### src/rtl/ewp_pkg.sv
package ewp_pkg;

   localparam int unsigned BYTE_W = 8;

   // code byte values of the protection sequences
   localparam logic [BYTE_W-1:0] CODE_LEAD   = 8'hAA;
   localparam logic [BYTE_W-1:0] CODE_SECOND = 8'h55;
   localparam logic [BYTE_W-1:0] CODE_LOCK   = 8'hA0;
   localparam logic [BYTE_W-1:0] CODE_ESCAPE = 8'h80;
   localparam logic [BYTE_W-1:0] CODE_CLEAR  = 8'h20;

   // what one captured byte looks like to a matcher
   typedef enum logic [2:0] {
      TK_NONE,
      TK_LEAD,
      TK_SECOND,
      TK_LOCK,
      TK_ESCAPE,
      TK_CLEAR
   } tok_t;

   // progress through a code sequence
   typedef enum logic [2:0] {
      ST_IDLE,
      ST_GOT1,
      ST_GOT2,
      ST_ESC3,
      ST_ESC4,
      ST_ESC5
   } step_t;

   typedef struct packed {
      logic permit;
      logic swallow;
      logic cmd;
   } wr_class_t;

endpackage

### src/rtl/ewp_token_dec.sv
module ewp_token_dec
   import ewp_pkg::*;
#(
   parameter int unsigned       ADDR_W = 17,
   parameter logic [ADDR_W-1:0] KEY_P  = ADDR_W'('h5555),
   parameter logic [ADDR_W-1:0] KEY_Q  = ADDR_W'('h2AAA)
) (
   input  logic [ADDR_W-1:0] addr,
   input  logic [BYTE_W-1:0] data,
   output tok_t              tok
);

   logic at_p, at_q;

   assign at_p = (addr == KEY_P);
   assign at_q = (addr == KEY_Q);

   always_comb begin
      tok = TK_NONE;
      if (at_p) begin
         if      (data == CODE_LEAD)   tok = TK_LEAD;
         else if (data == CODE_LOCK)   tok = TK_LOCK;
         else if (data == CODE_ESCAPE) tok = TK_ESCAPE;
         else if (data == CODE_CLEAR)  tok = TK_CLEAR;
      end else if (at_q && data == CODE_SECOND) begin
         tok = TK_SECOND;
      end
   end

endmodule

### src/rtl/ewp_bank_ctl.sv
module ewp_bank_ctl
   import ewp_pkg::*;
#(
   parameter logic PROT_INIT = 1'b0
) (
   input  logic      clk,
   input  logic      rst_n,
   input  logic      sel,
   input  logic      period_end,
   input  tok_t      tok,
   output wr_class_t cls,
   output logic      prot
);

   step_t st_q, st_d, adv;
   logic  unlock_q, unlock_d;
   logic  pend_set_q, pend_set_d;
   logic  pend_clr_q, pend_clr_d;
   logic  prot_q, prot_d;
   logic  is_cmd, arm_set, arm_clr;

   // matcher step: where this byte takes the sequence
   always_comb begin
      is_cmd  = 1'b0;
      arm_set = 1'b0;
      arm_clr = 1'b0;
      adv     = ST_IDLE;
      case (st_q)
         ST_IDLE: if (tok == TK_LEAD) begin
            is_cmd = 1'b1;
            adv    = ST_GOT1;
         end
         ST_GOT1: if (tok == TK_SECOND) begin
            is_cmd = 1'b1;
            adv    = ST_GOT2;
         end
         ST_GOT2: if (tok == TK_LOCK) begin
            is_cmd  = 1'b1;
            arm_set = 1'b1;
         end else if (tok == TK_ESCAPE) begin
            is_cmd = 1'b1;
            adv    = ST_ESC3;
         end
         ST_ESC3: if (tok == TK_LEAD) begin
            is_cmd = 1'b1;
            adv    = ST_ESC4;
         end
         ST_ESC4: if (tok == TK_SECOND) begin
            is_cmd = 1'b1;
            adv    = ST_ESC5;
         end
         ST_ESC5: if (tok == TK_CLEAR) begin
            is_cmd  = 1'b1;
            arm_clr = 1'b1;
         end
         default: ;
      endcase
   end

   // classification of the current byte
   assign cls.cmd     = sel & is_cmd;
   assign cls.permit  = sel & ~is_cmd & (unlock_q | ~prot_q);
   assign cls.swallow = sel & ~is_cmd & ~unlock_q & prot_q;
   assign prot        = prot_q;

   // state update; a period end outranks a write in the same cycle
   always_comb begin
      st_d       = st_q;
      unlock_d   = unlock_q;
      pend_set_d = pend_set_q;
      pend_clr_d = pend_clr_q;
      prot_d     = prot_q;
      if (period_end) begin
         if (pend_clr_q)      prot_d = 1'b0;
         else if (pend_set_q) prot_d = 1'b1;
         st_d       = ST_IDLE;
         unlock_d   = 1'b0;
         pend_set_d = 1'b0;
         pend_clr_d = 1'b0;
      end else if (sel) begin
         st_d = adv;
         if (arm_set) begin
            unlock_d   = 1'b1;
            pend_set_d = 1'b1;
            pend_clr_d = 1'b0;
         end
         if (arm_clr) begin
            unlock_d   = 1'b1;
            pend_clr_d = 1'b1;
            pend_set_d = 1'b0;
         end
      end
   end

   always_ff @(posedge clk or negedge rst_n) begin
      if (!rst_n) begin
         st_q       <= ST_IDLE;
         unlock_q   <= 1'b0;
         pend_set_q <= 1'b0;
         pend_clr_q <= 1'b0;
         prot_q     <= PROT_INIT;
      end else begin
         st_q       <= st_d;
         unlock_q   <= unlock_d;
         pend_set_q <= pend_set_d;
         pend_clr_q <= pend_clr_d;
         prot_q     <= prot_d;
      end
   end

   // flag moves only at the end of a write period
   assert_flag_hold_R4: assert property (@(posedge clk) disable iff (!rst_n)
      !period_end |=> $stable(prot_q))
      else $error("protect flag changed without period end");

   // a finished lock code opens a session and arms the flag
   assert_lock_opens_R6: assert property (@(posedge clk) disable iff (!rst_n)
      (sel && !period_end && st_q == ST_GOT2 && tok == TK_LOCK)
      |=> (unlock_q && pend_set_q && st_q == ST_IDLE))
      else $error("lock code did not open a session");

   // period end closes the session and drops partial codes
   assert_session_end_R10: assert property (@(posedge clk) disable iff (!rst_n)
      period_end |=> (!unlock_q && !pend_set_q && !pend_clr_q && st_q == ST_IDLE))
      else $error("session survived period end");

endmodule

### src/rtl/eeprom_wp_guard.sv
module eeprom_wp_guard
   import ewp_pkg::*;
#(
   parameter int unsigned          NUM_BANKS  = 2,
   parameter int unsigned          ADDR_W     = 17,
   parameter logic [ADDR_W-1:0]    KEY_ADDR_P = ADDR_W'('h5555),
   parameter logic [ADDR_W-1:0]    KEY_ADDR_Q = ADDR_W'('h2AAA),
   parameter logic [NUM_BANKS-1:0] PROT_INIT  = '0,
   parameter bit                   SHARED_DEC = 1'b1,
   localparam int unsigned         BANK_W     = (NUM_BANKS > 1) ? $clog2(NUM_BANKS) : 1
) (
   input  logic                 clk,
   input  logic                 rst_n,
   input  logic                 wr_valid,
   input  logic [BANK_W-1:0]    wr_bank,
   input  logic [ADDR_W-1:0]    wr_addr,
   input  logic [BYTE_W-1:0]    wr_data,
   input  logic [NUM_BANKS-1:0] period_end,
   output logic [NUM_BANKS-1:0] prot_flags,
   output logic                 wr_permit,
   output logic                 wr_swallow,
   output logic                 wr_cmd
);

   // elaboration-time parameter checks
   if (NUM_BANKS < 1 || NUM_BANKS > 64) begin : g_bad_banks
      $error("NUM_BANKS must lie in 1..64");
   end
   if (ADDR_W < 15) begin : g_bad_addr
      $error("ADDR_W too narrow for the code addresses");
   end
   if (KEY_ADDR_P == KEY_ADDR_Q) begin : g_bad_keys
      $error("the two code addresses must differ");
   end

   logic      sel_b [NUM_BANKS];
   tok_t      tok_b [NUM_BANKS];
   wr_class_t cls_b [NUM_BANKS];
   wr_class_t cls_any;

   for (genvar i = 0; i < NUM_BANKS; i++) begin : g_sel
      assign sel_b[i] = wr_valid && (wr_bank == BANK_W'(i));
   end

   if (SHARED_DEC) begin : g_dec_shared
      // one decoder fanned out to every bank
      tok_t tok_one;
      ewp_token_dec #(
         .ADDR_W (ADDR_W),
         .KEY_P  (KEY_ADDR_P),
         .KEY_Q  (KEY_ADDR_Q)
      ) u_dec (
         .addr (wr_addr),
         .data (wr_data),
         .tok  (tok_one)
      );
      for (genvar i = 0; i < NUM_BANKS; i++) begin : g_fan
         assign tok_b[i] = tok_one;
      end
   end else begin : g_dec_local
      // one isolated decoder per bank; unselected banks see zeros
      for (genvar i = 0; i < NUM_BANKS; i++) begin : g_one
         ewp_token_dec #(
            .ADDR_W (ADDR_W),
            .KEY_P  (KEY_ADDR_P),
            .KEY_Q  (KEY_ADDR_Q)
         ) u_dec (
            .addr (sel_b[i] ? wr_addr : '0),
            .data (sel_b[i] ? wr_data : '0),
            .tok  (tok_b[i])
         );
      end
   end

   for (genvar i = 0; i < NUM_BANKS; i++) begin : g_bank
      ewp_bank_ctl #(
         .PROT_INIT (PROT_INIT[i])
      ) u_ctl (
         .clk        (clk),
         .rst_n      (rst_n),
         .sel        (sel_b[i]),
         .period_end (period_end[i]),
         .tok        (tok_b[i]),
         .cls        (cls_b[i]),
         .prot       (prot_flags[i])
      );
   end

   always_comb begin
      cls_any = '0;
      for (int i = 0; i < NUM_BANKS; i++) begin
         cls_any = wr_class_t'(cls_any | cls_b[i]);
      end
   end

   assign wr_permit  = cls_any.permit;
   assign wr_swallow = cls_any.swallow;
   assign wr_cmd     = cls_any.cmd;

   // exactly one class per write to an existing bank, none when idle
   assert_one_class_R3: assert property (@(posedge clk) disable iff (!rst_n)
      (wr_valid && 32'(wr_bank) < NUM_BANKS) |-> $countones({wr_permit, wr_swallow, wr_cmd}) == 1)
      else $error("write classified ambiguously");

   assert_idle_quiet_R3: assert property (@(posedge clk) disable iff (!rst_n)
      !wr_valid |-> !(wr_permit || wr_swallow || wr_cmd))
      else $error("class output without a write");

   // a swallowed write must target a protected bank
   assert_swallow_prot_R5: assert property (@(posedge clk) disable iff (!rst_n)
      wr_swallow |-> ((prot_flags >> wr_bank) & NUM_BANKS'(1)) != '0)
      else $error("swallow on an unprotected bank");

endmodule

### config.mk
export PLATFORM = sky130hd
export DESIGN_NAME = eeprom_wp_guard
export DESIGN_NICKNAME = d
export VERILOG_FILES = /design/src/rtl/ewp_pkg.sv /design/src/rtl/ewp_token_dec.sv /design/src/rtl/ewp_bank_ctl.sv /design/src/rtl/eeprom_wp_guard.sv
export SDC_FILE = /design/constraint.sdc
export NUM_CORES = 1
export LEC_CHECK = 0
export BUFFER_PORTS_ARGS = -buffer_cell sky130_fd_sc_hd__clkbuf_2
export CAP_MARGIN = 20
export CELL_PAD_IN_SITES_DETAIL_PLACEMENT = 1
export CELL_PAD_IN_SITES_GLOBAL_PLACEMENT = 2
export CORE_UTILIZATION = 33
export CTS_BUF_LIST = sky130_fd_sc_hd__clkbuf_16
export CTS_CLUSTER_DIAMETER = 30
export CTS_CLUSTER_SIZE = 16
export DETAILED_ROUTE_END_ITERATION = 16
export GPL_TIMING_DRIVEN = 0
export PLACE_DENSITY = 0.93
export SLEW_MARGIN = 20
export SYNTH_ARGS = -nofsm -noshare
export SYNTH_HDL_FRONTEND = slang
export SYNTH_HIERARCHICAL = 1
export SYNTH_SLANG_ARGS = --single-unit
export TNS_END_PERCENT = 5
### constraint.sdc
create_clock -name clk -period 4.6 [get_ports clk]
set_input_delay 0.23 -clock clk [delete_from_list [all_inputs] [get_ports clk]]
set_output_delay 0.23 -clock clk [all_outputs]
set_load 0.05 [all_outputs]
======== Word level (Yosys, flattened, before mapping) ========
Cells that the tools add are included.
word-level totals
  flip-flop bits (word level) ............. 14
  bits in latches ......................... 0
  memory bits (writable) .................. 0
  ROM bits ................................ 0
  input bits .............................. 31
  output and inout port bits .............. 5
  word-level logic and storage cells ...... 127
  memories ................................ 0
cells by class
  add/sub/neg operators ................... 0
  multiply operators ...................... 0
  div/mod/pow operators ................... 0
  order comparisons ....................... 0
  equality and inequality tests ........... 22
  shift operators ......................... 0
  mux-type cells .......................... 56
  bitwise logic cells ..................... 20
  reduce and logical (&&, ||, !) cells .... 19
operators by type and width
  cell                                                   number
  two-way mux 1 bit                                      37
  two-way mux 3 bit                                      12
  case mux 3 bit (5 select lines)                        2
  equality test 8 bit, second input constant             3
  equality test 3 x 2 -> 1 bit, second input constant    6
  equality test 3 bit, second input constant             6
  equality test 17 x 14 -> 1 bit, second input constant  1
  equality test 17 x 15 -> 1 bit, second input constant  1
  AND 1 bit                                              10
  equality test 3 x 1 -> 1 bit, second input constant    3
  equality test 8 x 6 -> 1 bit, second input constant    1
  equality test 8 x 7 -> 1 bit, second input constant    1
  case mux 1 bit (4 select lines)                        2
  AND reduction 2 bit                                    4
  nonzero test 2 bit                                     4
  OR reduction 2 bit                                     4
  inverter 1 bit                                         7
  logical NOT 3 bit                                      2
  two-way mux 2 bit                                      3
  nonzero test 3 bit                                     2
  logical AND 1 bit                                      3
  OR 3 bit                                               1
  OR 1 bit                                               2

======== Depth between registers and ports, before layout ========
  word-level depth ........................ 15
  gate-level depth with buffers ........... 9

======== By module ========
Netlist, hierarchy kept.
modules (own cells, without submodules)
  module           times used  cells an instance  area an instance (µm²)
  ewp_bank_ctl     2           65                 568.0
  ewp_token_dec    1           26                 198.9
  eeprom_wp_guard  1           5                  35.0

======== Least setup slack after synthesis ========
Ideal clock, no wire load.
  kind .................................... input -> output
  start point ............................. in wr_data[4]
  end point ............................... out wr_permit
  arrival ................................. 2.857 ns
  path slack .............................. 1.513 ns
  stages .................................. 8
  cell sequence ........................... nor4b_2 nand4_1 nor3_1 nand2b_4 nor3_1 o21ba_2 a2111oi_4 or2_1
RTL lines
  item         line                   text
  from (decl)  eeprom_wp_guard.sv:17  input logic [BYTE_W-1:0] wr_data,
  to (decl)    eeprom_wp_guard.sv:20  output logic wr_permit,

==> metrics <==
status=complete, no violations; Setup crit start kind=input port; Hold WS=0.366 ns; placed cell count=245; CP arrival=2.69 ns; met2 WL post-DR=1870 um; Synth Instances=161; total congestion overflow=0; Design Area, Final=1700 um^2; required time of the critical path=4.37 ns; Cell Rows=23; Int Power=0.000262 W; Combinational Power Share=15.6%; Mean Syn Cell Area=8.51 um^2; gr usage total=18.7%; largest cells by area after synthesis=dfrtp_1 26%, a21oi_1 5.8%, a2111oi_4 4.0%; wire length per cell=15.3 um; Worst Hold Class=input port to flop; post-CTS setup repair buffer count=0; Remaining DRCs=0; final setup fails=0; Clock Sinks=14; sequential fraction of the synthesis area=25.6%; leakage power=0.653 nW; I/O Buffers=33; # fillers=507; Syn Nets=192; first-pass GRT wire length=6350 um; max_cap viols=0; EDFF count, synth=0; worst-skew pair later-pin latency=0.25 ns; dpl hpwl=2840 um; Pins Over Slew Limit=0; Ports=36; Post-CTS Hold Buffers=1; post-synth top area share=25.6%; die height=66.4 um; Worst slew margin=63.8%; final non-filler cell total=250; Flop pwr share=36.3%; most common cell after layout, fill and taps aside=clkbuf_2; cts repair resizes=0; Highest Signal Layer=met4; drt total wl=3820 um; via count=1415; number of antenna diodes=0; Ys Warns=6; ys async rst share=100%; Pre-Repair DR Iteration Count=10; chip width=66.4 um; initial antenna violation count=0; Distinct cells, synth=43; Net Switching=0.0000914 W; total die area=4410 um^2; htree depth=1; Synth area leader=dfrtp_1; placer congestion estimate=0.811; metal3 WL=139 um; area delta synth->final=24.3%; largest net degree at the start of global routing=15; post-route antenna net violation count=0; vias in the first global route=1462; PwrDens=208 nW/um^2; area of the core=4000 um^2; switch share=25.9%; final worst path period share=63.4%; Layout Nets=232; clock slew at reported path FFs=0.05 ns; Primary FF master, synth=dfrtp_1; clock power share=48.1%; Fin. Hold Viols=0; crit end category=output port; Starting Density=34.3%; Setup Skew=0.00378 ns; CTS buffer count=3; clock root cell=clkbuf_16; commonest cells after routing, fill and taps aside=33 x clkbuf_2, 16 x a21oi_1, 14 x dfrtp_1, 10 x inv_1, 10 x nand2_1; fmax=343 MHz; vias per cell=5.66; total negative slack=0 ns; Max Buffers Root-to-Sink=2; crit path kind=input port to output port; #FFs+latches synth=14; placed inst area=1610 um^2; Worst Max-Slew Pin Slew=0.541 ns; proportion of layout cells with a drive suffix above 1=31.0%; Tmin final=2.92 ns; Cell Area, Synth=1370 um^2; RSZ-0062 raised after global routing=false; 1st-iter DRT viols=89; IR drop worst, VDD=99.5 uV; Crit Path Max Fanout=12; CTS tree=done; Routed met1 length=1740 um
[state kept, by name, summed over array words and instances, names as in the netlist]
name / cells
g_bank.u_ctl/st_q: 6
g_bank.u_ctl/pend_clr_q: 2
g_bank.u_ctl/pend_set_q: 2
g_bank.u_ctl/prot: 2
g_bank.u_ctl/unlock_q: 2
[cells in the mapped netlist, types with 2 or more instances]
master and instances:
buf_2 4, buf_4 2, clkbuf_1 4, nor4_1 4, xor2_1 3, nor2_1 9
dfrtp_1 14, a21oi_1 16, o21ba_2 2, nand2b_1 4, a2111oi_4 2, xnor2_1 2
a211oi_1 2, nand2b_4 4, and4bb_2 2, nor4b_1 5, o21a_1 2, a31oi_1 4
nor3_1 6, o21ai_1 2, nor4bb_1 5, nand2_1 10, nand4_1 6, a22oi_1 2
or2_1 3, o32ai_1 2, inv_1 10, nand4bb_1 4, nor4b_2 2, buf_6 2
or4_4 2, nand3_1 4, nor3b_1 2, or3_1 4, o211ai_1 2
[per-layer routing]
layer | up-vias | track usage (%)
met3 | 8 | 3.10
met1 | 679 | 22.9
li1 | 691 | -
met2 | 37 | 32.3
met4 | 0 | 7.45
met5 | - | 0
[final cells by class]
class                      instances  area (um^2)  share of cell area, %
buffer                            12         72.6                   4.26
clock buffer                       3         75.1                   4.41
clock inverter                     1         3.75                  0.220
inverter                          10         37.5                   2.20
multi-input combinational        125          915                   53.7
sequential                        14          350                   20.6
tap                               50         62.6                   3.67
timing repair buffer              35          186                   10.9
[cells by family after synthesis]
family	share of synthesized area (%)
flops	25.6
xor+xnor	3.20
buf+inv	8.04
compound gates	20.4
simple gates	42.8
[stage by stage]
stage | util [%] | power [W] | worst slack, ns
after floorplan | - | 0.000160 | 1.51
after global routing | 42.6 | 0.000367 | 1.43
after detailed placement | 40.4 | 0.000185 | 1.65
after CTS | 42.6 | 0.000360 | 1.64
after global placement | 39.9 | 0.000184 | 0.727
final | 42.6 | 0.000354 | 1.68
[power by group through the flow]
stage	Clock (W)	Combinational (W)	Sequential, W
after global routing	0.000178	0.0000602	0.000129
after detailed placement	0	0.0000548	0.000130
after global placement	0	0.0000540	0.000130
final	0.000170	0.0000553	0.000128
after CTS	0.000176	0.0000560	0.000128
after floorplan	0	0.0000239	0.000136
[worst paths after layout]
path,from,endpoint,slack [ns],depth (start not counted)
max in group asynchronous,rst_n,g_bank[1].u_ctl/st_q[0],3.89,2
max,wr_data[4],wr_swallow,1.68,11
min,period_end[1],g_bank[1].u_ctl/st_q[1],0.37,2
min reg2reg,g_bank[0].u_ctl/pend_clr_q,g_bank[0].u_ctl/prot,0.45,1
min in group asynchronous,rst_n,g_bank[1].u_ctl/unlock_q,0.44,2
max reg2reg,g_bank[0].u_ctl/st_q[0],g_bank[0].u_ctl/pend_clr_q,3.12,4
[critical path: stages]
cell      delay [ns]
clkbuf_2        0.09
nor4b_2         0.26
nand4_1         0.19
nor3_2          0.50
buf_6           0.22
nor4b_1         0.23
a31oi_1         0.10
nor2_1          0.30
nor3_1          0.08
or2_1           0.23
clkbuf_2        0.23
No activity file was read; power rests on OpenSTA's default activity.
